===== config.mk =====
export PLATFORM = sky130hd
export DESIGN_NAME = xbus_wbuf
export DESIGN_NICKNAME = d
export VERILOG_FILES = /design/src/rtl/xbus_wbuf_pkg.sv /design/src/rtl/xbus_wbuf_dec.sv /design/src/rtl/xbus_wbuf_seq.sv /design/src/rtl/xbus_wbuf_pins.sv /design/src/rtl/xbus_wbuf.sv
export SDC_FILE = /design/constraint.sdc
export NUM_CORES = 1
export LEC_CHECK = 0
export BUFFER_PORTS_ARGS = -buffer_cell sky130_fd_sc_hd__buf_2
export CAP_MARGIN = 5
export CORE_MARGIN = 2
export CORE_UTILIZATION = 30
export CTS_BUF_LIST = sky130_fd_sc_hd__clkbuf_8 sky130_fd_sc_hd__clkbuf_16
export CTS_CLUSTER_SIZE = 24
export DETAILED_ROUTE_END_ITERATION = 6
export SKIP_CTS_REPAIR_TIMING = 1
export SYNTH_ARGS = -nofsm -noshare
export SYNTH_HDL_FRONTEND = slang
export SYNTH_SLANG_ARGS = --single-unit

===== constraint.sdc =====
create_clock -name clk_i -period 1.75 [get_ports clk_i]
set_input_delay 0.175 -clock clk_i [delete_from_list [all_inputs] [get_ports clk_i]]
set_output_delay 0.175 -clock clk_i [all_outputs]
set_load 0.02 [all_outputs]

===== src/rtl/xbus_wbuf_pkg.sv =====
package xbus_wbuf_pkg;

  typedef enum logic [1:0] {
    ACC_NONE,
    ACC_INT,
    ACC_EXT,
    ACC_DMA
  } acc_kind_e;

  function automatic acc_kind_e classify(input logic req, input logic ext, input logic dma);
    if (!req) return ACC_NONE;
    if (dma) return ACC_DMA;
    if (ext) return ACC_EXT;
    return ACC_INT;
  endfunction

endpackage


===== src/rtl/xbus_wbuf_dec.sv =====
module xbus_wbuf_dec
  import xbus_wbuf_pkg::*;
#(
  parameter int WW = 2
) (
  input  logic          clk_i,
  input  logic          rst_ni,
  input  acc_kind_e     kind_i,
  input  logic          we_i,
  input  logic          buf_en_i,
  input  logic          busy_i,
  input  logic          posted_i,
  input  logic [WW-1:0] st_i,
  input  logic          last_i,
  output logic          rdy_o,
  output logic          cap_o,
  output logic          post_o,
  output logic          int_fire_o,
  output logic          rsel_ext_o
);

  logic ext_like, int_ok;

  assign ext_like   = (kind_i == ACC_EXT) || (kind_i == ACC_DMA);
  assign post_o     = buf_en_i && ((kind_i == ACC_DMA) || (kind_i == ACC_EXT && we_i));
  // overlap only behind a posted cycle, never in its first state
  assign int_ok     = !busy_i || (buf_en_i && posted_i && (st_i != '0));
  assign int_fire_o = (kind_i == ACC_INT) && int_ok;
  assign cap_o      = ext_like && !busy_i;
  assign rsel_ext_o = ext_like;
  assign rdy_o      = int_fire_o || (cap_o && post_o) || (ext_like && busy_i && !posted_i && last_i);


  first_state_excl_chk: assert property (@(posedge clk_i) disable iff (!rst_ni)
    (int_fire_o && busy_i) |-> (st_i != '0));


  no_overlap_unposted_chk: assert property (@(posedge clk_i) disable iff (!rst_ni)
    (int_fire_o && busy_i) |-> (posted_i && buf_en_i));

endmodule


===== src/rtl/xbus_wbuf_seq.sv =====
module xbus_wbuf_seq #(
  parameter int AW = 24,
  parameter int DW = 16,
  parameter int WW = 2,
  localparam int NB = DW / 8
) (
  input  logic          clk_i,
  input  logic          rst_ni,
  input  logic          cap_i,
  input  logic          post_i,
  input  logic [WW-1:0] wait_i,
  input  logic [AW-1:0] addr_i,
  input  logic [DW-1:0] data_i,
  input  logic [NB-1:0] be_i,
  input  logic          we_i,
  input  logic          dma_i,
  output logic          busy_o,
  output logic          posted_o,
  output logic [WW-1:0] st_o,
  output logic          last_o,
  output logic [AW-1:0] addr_o,
  output logic [DW-1:0] data_o,
  output logic [NB-1:0] be_o,
  output logic          we_o,
  output logic          dma_o
);

  logic          busy_q, posted_q, we_q, dma_q;
  logic [WW-1:0] st_q, len_q;
  logic [AW-1:0] addr_q;
  logic [DW-1:0] data_q;
  logic [NB-1:0] be_q;

  always_ff @(posedge clk_i or negedge rst_ni) begin
    if (!rst_ni) begin
      busy_q   <= 1'b0;
      posted_q <= 1'b0;
      st_q     <= '0;
      len_q    <= '0;
      addr_q   <= '0;
      data_q   <= '0;
      be_q     <= '0;
      we_q     <= 1'b0;
      dma_q    <= 1'b0;
    end else if (cap_i) begin
      busy_q   <= 1'b1;
      posted_q <= post_i;
      st_q     <= '0;
      len_q    <= wait_i;
      addr_q   <= addr_i;
      data_q   <= data_i;
      be_q     <= be_i;
      we_q     <= we_i;
      dma_q    <= dma_i;
    end else if (busy_q) begin
      if (st_q == len_q) busy_q <= 1'b0;
      else               st_q   <= st_q + 1'b1;
    end
  end

  assign busy_o   = busy_q;
  assign posted_o = posted_q;
  assign st_o     = st_q;
  assign last_o   = busy_q && (st_q == len_q);
  assign addr_o   = addr_q;
  assign data_o   = data_q;
  assign be_o     = be_q;
  assign we_o     = we_q;
  assign dma_o    = dma_q;


  cycle_end_chk: assert property (@(posedge clk_i) disable iff (!rst_ni)
    (busy_q && st_q == len_q && !cap_i) |=> !busy_q);


  cap_idle_chk: assert property (@(posedge clk_i) disable iff (!rst_ni)
    cap_i |-> !busy_q);


  entry_hold_chk: assert property (@(posedge clk_i) disable iff (!rst_ni)
    (busy_q && st_q != len_q) |=> ($stable(addr_q) && $stable(data_q) && $stable(be_q)));

endmodule


===== src/rtl/xbus_wbuf_pins.sv =====
module xbus_wbuf_pins #(
  parameter int NB = 2
) (
  input  logic          clk_i,
  input  logic          rst_ni,
  input  logic          active_i,
  input  logic          we_i,
  input  logic          dma_i,
  input  logic [NB-1:0] be_i,
  input  logic          ras_down_i,
  input  logic          refresh_i,
  output logic          cs_no,
  output logic          as_no,
  output logic          rd_no,
  output logic [NB-1:0] wr_no,
  output logic [NB-1:0] cas_no,
  output logic          dack_no,
  output logic          dq_oe_o
);

  assign cs_no   = !active_i;
  assign as_no   = !active_i;
  assign rd_no   = !(active_i && !we_i);
  assign dack_no = !(active_i && dma_i);
  assign dq_oe_o = active_i && we_i && !dma_i;

  for (genvar b = 0; b < NB; b++) begin : g_byte
    assign wr_no[b]  = !(active_i && we_i && be_i[b]);
    assign cas_no[b] = !(ras_down_i || refresh_i);
  end


  idle_pins_chk: assert property (@(posedge clk_i) disable iff (!rst_ni)
    !active_i |-> (cs_no && as_no && rd_no && (&wr_no) && dack_no && !dq_oe_o));


  dma_float_chk: assert property (@(posedge clk_i) disable iff (!rst_ni)
    !dack_no |-> !dq_oe_o);

endmodule


===== src/rtl/xbus_wbuf.sv =====
module xbus_wbuf
  import xbus_wbuf_pkg::*;
#(
  parameter int AW = 24,
  parameter int DW = 16,
  parameter int WW = 2,
  localparam int NB = DW / 8
) (
  input  logic          clk_i,
  input  logic          rst_ni,
  input  logic          buf_en_i,
  input  logic [WW-1:0] wait_cnt_i,
  input  logic          dram_ras_down_i,
  input  logic          refresh_i,
  input  logic          m_req_i,
  input  logic          m_ext_i,
  input  logic          m_dma_i,
  input  logic          m_we_i,
  input  logic [AW-1:0] m_addr_i,
  input  logic [DW-1:0] m_wdata_i,
  input  logic [NB-1:0] m_be_i,
  output logic          m_rdy_o,
  output logic [DW-1:0] m_rdata_o,
  output logic          int_req_o,
  output logic          int_we_o,
  output logic [AW-1:0] int_addr_o,
  output logic [DW-1:0] int_wdata_o,
  output logic [NB-1:0] int_be_o,
  input  logic [DW-1:0] int_rdata_i,
  output logic [AW-1:0] ext_addr_o,
  output logic [DW-1:0] ext_dq_o,
  output logic          ext_dq_oe_o,
  input  logic [DW-1:0] ext_dq_i,
  output logic          ext_cs_no,
  output logic          ext_as_no,
  output logic          ext_rd_no,
  output logic [NB-1:0] ext_wr_no,
  output logic [NB-1:0] ext_cas_no,
  output logic          ext_dack_no
);

  acc_kind_e     kind;
  logic          cap, post, int_fire, rsel_ext;
  logic          busy, posted, last, b_we, b_dma;
  logic [WW-1:0] st;
  logic [AW-1:0] b_addr;
  logic [NB-1:0] b_be;

  assign kind = classify(m_req_i, m_ext_i, m_dma_i);

  xbus_wbuf_dec #(.WW(WW)) u_dec (
    .clk_i      (clk_i),
    .rst_ni     (rst_ni),
    .kind_i     (kind),
    .we_i       (m_we_i),
    .buf_en_i   (buf_en_i),
    .busy_i     (busy),
    .posted_i   (posted),
    .st_i       (st),
    .last_i     (last),
    .rdy_o      (m_rdy_o),
    .cap_o      (cap),
    .post_o     (post),
    .int_fire_o (int_fire),
    .rsel_ext_o (rsel_ext)
  );

  xbus_wbuf_seq #(.AW(AW), .DW(DW), .WW(WW)) u_seq (
    .clk_i    (clk_i),
    .rst_ni   (rst_ni),
    .cap_i    (cap),
    .post_i   (post),
    .wait_i   (wait_cnt_i),
    .addr_i   (m_addr_i),
    .data_i   (m_wdata_i),
    .be_i     (m_be_i),
    .we_i     (m_we_i),
    .dma_i    (m_dma_i),
    .busy_o   (busy),
    .posted_o (posted),
    .st_o     (st),
    .last_o   (last),
    .addr_o   (b_addr),
    .data_o   (ext_dq_o),
    .be_o     (b_be),
    .we_o     (b_we),
    .dma_o    (b_dma)
  );

  xbus_wbuf_pins #(.NB(NB)) u_pins (
    .clk_i      (clk_i),
    .rst_ni     (rst_ni),
    .active_i   (busy),
    .we_i       (b_we),
    .dma_i      (b_dma),
    .be_i       (b_be),
    .ras_down_i (dram_ras_down_i),
    .refresh_i  (refresh_i),
    .cs_no      (ext_cs_no),
    .as_no      (ext_as_no),
    .rd_no      (ext_rd_no),
    .wr_no      (ext_wr_no),
    .cas_no     (ext_cas_no),
    .dack_no    (ext_dack_no),
    .dq_oe_o    (ext_dq_oe_o)
  );

  // idle: present the next external cycle's address early
  assign ext_addr_o  = (!busy && rsel_ext) ? m_addr_i : b_addr;

  assign int_req_o   = int_fire;
  assign int_we_o    = m_we_i;
  assign int_addr_o  = m_addr_i;
  assign int_wdata_o = m_wdata_i;
  assign int_be_o    = m_be_i;
  assign m_rdata_o   = rsel_ext ? ext_dq_i : int_rdata_i;

endmodule


# After elaboration in Yosys (flattened, before gate mapping)
# Index checks and enable logic that the tools add are counted.
[totals] wordCells=69 mem_bits_rw=0 ff_bits=50 inputBits=85 n_memories=0 out_inout_bits=110 rom_bits=0 latch_bits=0
[op_classes] muxes=19 reduce_logical=35 n_bitwise=0 order_cmp=0 n_addsub=1 shifts=0 n_eq_ne=5 n_div=0 mul=0
[op_table] cell="24-bit 2-to-1 mux" n=1
[op_table] cell="2-bit 2-to-1 mux" n=9
[op_table] cell="1-bit logical AND" n=17
[op_table] cell="16-bit 2-to-1 mux" n=1
[op_table] cell="1-bit logical NOT" n=9
[op_table] cell="1-bit 2-to-1 mux" n=8
[op_table] cell="1-bit logical OR" n=6
[op_table] cell="2-bit equality test (second input constant)" n=2
[op_table] cell="2-bit nonzero test" n=2
[op_table] cell="2-bit by 1-bit adder with 2-bit output (second input constant)" n=1
[op_table] cell="2-bit by 1-bit equality test with 1-bit output (second input constant)" n=1
[op_table] cell="2-bit equality test" n=1
[op_table] cell="2-bit inequality test (second input constant)" n=1
[op_table] cell="2-bit AND reduction" n=1

# Longest topological paths before layout
[depth] ltp_word=14 ltp_mapped=5 ltp_nobuf=5

# Cells and area by module
# A second synthesis with hierarchy kept.
[hier_totals] hier_cells=227 area_unflattened_um2=2965.3
[by_module_without_submodules] mod="xbus_wbuf_seq" instances=1 area_each_um2=1904.3 cells_per_inst=117
[by_module_without_submodules] mod="xbus_wbuf" instances=1 area_each_um2=948.4 cells_per_inst=92
[by_module_without_submodules] mod="xbus_wbuf_dec" instances=1 area_each_um2=61.3 cells_per_inst=9
[by_module_without_submodules] mod="xbus_wbuf_pins" instances=1 area_each_um2=51.3 cells_per_inst=9

# Worst setup path after synthesis
# OpenSTA, ideal clock, no wires.
[synth_path] path_type="register to output" from="register u_seq.busy_q, in the netlist u_seq.busy_o" to="output port ext_addr_o[0]" path_stages_with_launch=4 slack_ns=0.357 t_arrival_ns=1.218 n_path_buf=1 t_required_ns=1.575 cell_sequence="dfrtp_1 > nor2_8 > buf_12 > mux2_4"
[synth_between] elab_chain_cells=3
[synth_lines] element="from (decl)" line_no="xbus_wbuf_seq.sv:28" text="logic busy_q, posted_q, we_q, dma_q;"
[synth_lines] element="from (signal assigned)" line_no="xbus_wbuf_seq.sv:36" text="busy_q <= 1'b0;"
[synth_lines] element="from (signal assigned)" line_no="xbus_wbuf_seq.sv:46" text="busy_q <= 1'b1;"
[synth_lines] element="from (signal assigned)" line_no="xbus_wbuf_seq.sv:56" text="if (st_q == len_q) busy_q <= 1'b0;"
[synth_lines] element="1-bit logical NOT" line_no="xbus_wbuf.sv:109" text="assign ext_addr_o = (!busy && rsel_ext) ? m_addr_i : b_addr;"
[synth_lines] element="1-bit logical AND" line_no="xbus_wbuf.sv:109"
[synth_lines] element="24-bit 2-to-1 mux"
[synth_lines] element="to (decl)" line_no="xbus_wbuf.sv:30" text="output logic [AW-1:0] ext_addr_o,"
# Every way passes these cells.

# Final worst setup path
# Ends and elaborated chain as after synthesis.

==> flow_summary.toml <==
[placed_design]
gp_congestion = 0.796
place_area_um2 = 3520
portBuffers = 194
dpl.hpwl_um = 4660

[grt]
grt_max_degree = 33
grt_antenna_before_repair = 0
overflow = 0
first_global_vias = 1858
grt_usage = 0.112
grt_first_pass_wirelength_um = 9050

[timing]
fmax_mhz = 572
worstMarginPinSlew_ns = 0.457
drv_slew = 0
setup_viol_count_final = 0
period_share = 0.998
finalSetupTns_ns = 0
hold_viol = 0
skew_ns = 0.00746
rsz0062_at_grt = "yes"
period_minus_slack_ns = 1.75
max_slew_margin = 0.695

[yosys]
syn_area_um2 = 2760
synth_top_area_share = 0.453
synth_seq_area_share = 0.453
synth_edf_count = 0
ys_ff_latch = 50
syn_avg_cell_area_um2 = 13.9
yosys.area.top_type = "dfrtp_1"
netlist_top_cells_count = "50 x dfrtp_1, 46 x buf_4, 40 x mux2_4"
synth.distinct_cells = 24
netlist_instances = 198
yosys-top-cells-area = "dfrtp_1 45%, mux2_4 22%, buf_4 13%"
ys.flop_type = "dfrtp_1"
async_flop_share = 1.00
yosysWarnings = 0
syn-num-nets = 284
synth.most_common_cell = "dfrtp_1"

[worst_setup_path]
ff2ff_path_depth = 4
r2r-end = "u_seq.data_o[7]"
crit_type = "register to output port"
r2r_setup_slack_ns = 0.35
crit_path_start = "u_seq.busy_o"
required_ns = 1.57
start_kind = "register"
cp-end-kind = "output port"
path_max_fanout = 12
timing.rr.start = "u_seq.busy_o"
cp.arrival_ns = 1.57

[job]
maxCapViolCount = 0

[final_layout]
design_area_um2 = 3920
drive_gt1_frac = 0.787
area_growth_pct = 41.9
fillers = 866
fin_nets = 452
diodes = 0

[power]
power.density_nw_per_um2 = 1670
ir_drop_mv = 0.712
power.leakage_uw = 0.00205

[clock_network]
h-tree-depth = 2
cts_tree = "built"
cts_num_sinks = 50
cts_root_buf = "clkbuf_8"
clockBufferDepth = 2
cts_buffers = 5
clk_latency_ns = 0.30
cts.reportedPaths.clkPinSlew_ns = 0.09

[drt]
wl_per_cell_um = 13.0
viasPerCell = 4.21
antenna_left = 0
drc = 0
vias = 2013
drtIter0Drc = 39
drt_first_pass_iters = 4
routed_wl_um = 6230

[die]
die_h_um = 99.9
initial_utilization = 0.305
pin_count = 195
die_w_um = 99.9
die_area_um2 = 9990
rows = 35
core_um2 = 9060

[min_path]
whs_endpoint = "u_seq.len_q[0]"
hold_start = "wait_cnt_i[0]"
worstHoldPathType = "input pin to register"
worstHoldPathCells = 2

[status]
outcome = "finished clean"
==> worst max-delay path by stage <==
| stage | slack, ns | endpoint | depth (start not counted) |
|---|---|---|---|
| finish | 0.003 | ext_addr_o[0] | 4 |
| global route | -0.06 | ext_addr_o[0] | 4 |
| CTS | -0.15 | ext_addr_o[1] | 4 |
| detailed placement | 0.19 | m_rdata_o[13] | 5 |
| global placement | 0.19 | ext_addr_o[19] | 4 |
| floorplan | 0.36 | ext_addr_o[0] | 3 |
==> power breakdown <==
group,internal (µW),switching (µW)
Clock,326,386
Sequential,1740,284
Combinational,1990,1800
==> area by class of cell <==
type | instances | area, µm² | share of cell area
clock buffer | 6 | 82.6 | 0.0211
clock inverter | 2 | 16.3 | 0.00415
tap | 111 | 139 | 0.0354
timing repair buffer | 213 | 1340 | 0.342
inverter | 4 | 15.0 | 0.00383
sequential | 50 | 1250 | 0.320
multi-input combinational | 92 | 1070 | 0.274
==> metrics by stage <==
step / hold WS [ns] / setup slack (ns) / instances / util / total power (µW)
floorplan: -0.121 / 0.357 / 198 / - / 4370
detailed placement: 0.158 / 0.186 / 457 / 0.388 / 5220
global placement: 0.152 / 0.188 / 457 / 0.388 / 5180
CTS: -0.185 / -0.154 / 465 / 0.399 / 5970
finish: 0.103 / 0.00270 / 478 / 0.432 / 6530
global route: 0.0933 / -0.0602 / 478 / 0.432 / 6940
==> per-layer routing <==
| metal | vias up | track usage | wire [µm] |
|---|---|---|---|
| met5 | - | 0 | 0 |
| met4 | 0 | 0.0285 | 40 |
| met3 | 4 | 0.0230 | 372 |
| met2 | 84 | 0.194 | 3220 |
| met1 | 960 | 0.145 | 2600 |
| li1 | 965 | - | - |
==> cell usage in the layout (no fill, tap or decap), types with 2 or more instances in the layout <==
cell         n
mux2_4      40
nand2b_1     2
clkbuf_16    2
buf_6       24
buf_4       13
inv_1        4
dfrtp_1     49
mux2i_1      2
nor2_1       3
clkbuf_8     6
buf_2      170
xor2_1       2
buf_12       3
nand2_1      2
mux2_2      22
nand3_1      3
o21ai_0      6
==> cells by family (layout without fill, tap and decap cells) <==
kind of cell             Yosys count  after routing  share of synthesized area
XOR/XNOR                           2              2                    0.00634
buffers and inverters             56            225                      0.163
AND/OR/NAND/NOR                   15             15                     0.0340
multiplexers                      64             64                      0.314
adder cells (fa/ha/maj)            1              1                    0.00453
flip-flops                        50             50                      0.453
AO/OA/AOI/OAI                     10             10                     0.0245
==> worst max-delay path: stages, from the launching register on <==
cell,delay (ns)
dfrtp_2,0.46
nor2_8,0.17
buf_12,0.18
mux2_4,0.31
buf_2,0.16
==> sequential cells by signal, summed over array words and instances, names as in the netlist <==
| register | cells |
|---|---|
| u_seq.busy_o | 1 |
| u_seq.we_o | 1 |
| u_seq.st_o | 2 |
| u_seq.be_o | 2 |
| u_seq.addr_o | 24 |
| u_seq.len_q | 2 |
| u_seq.data_o | 16 |
| u_seq.dma_o | 1 |
| u_seq.posted_o | 1 |
Power figures use the tool's default switching activity.
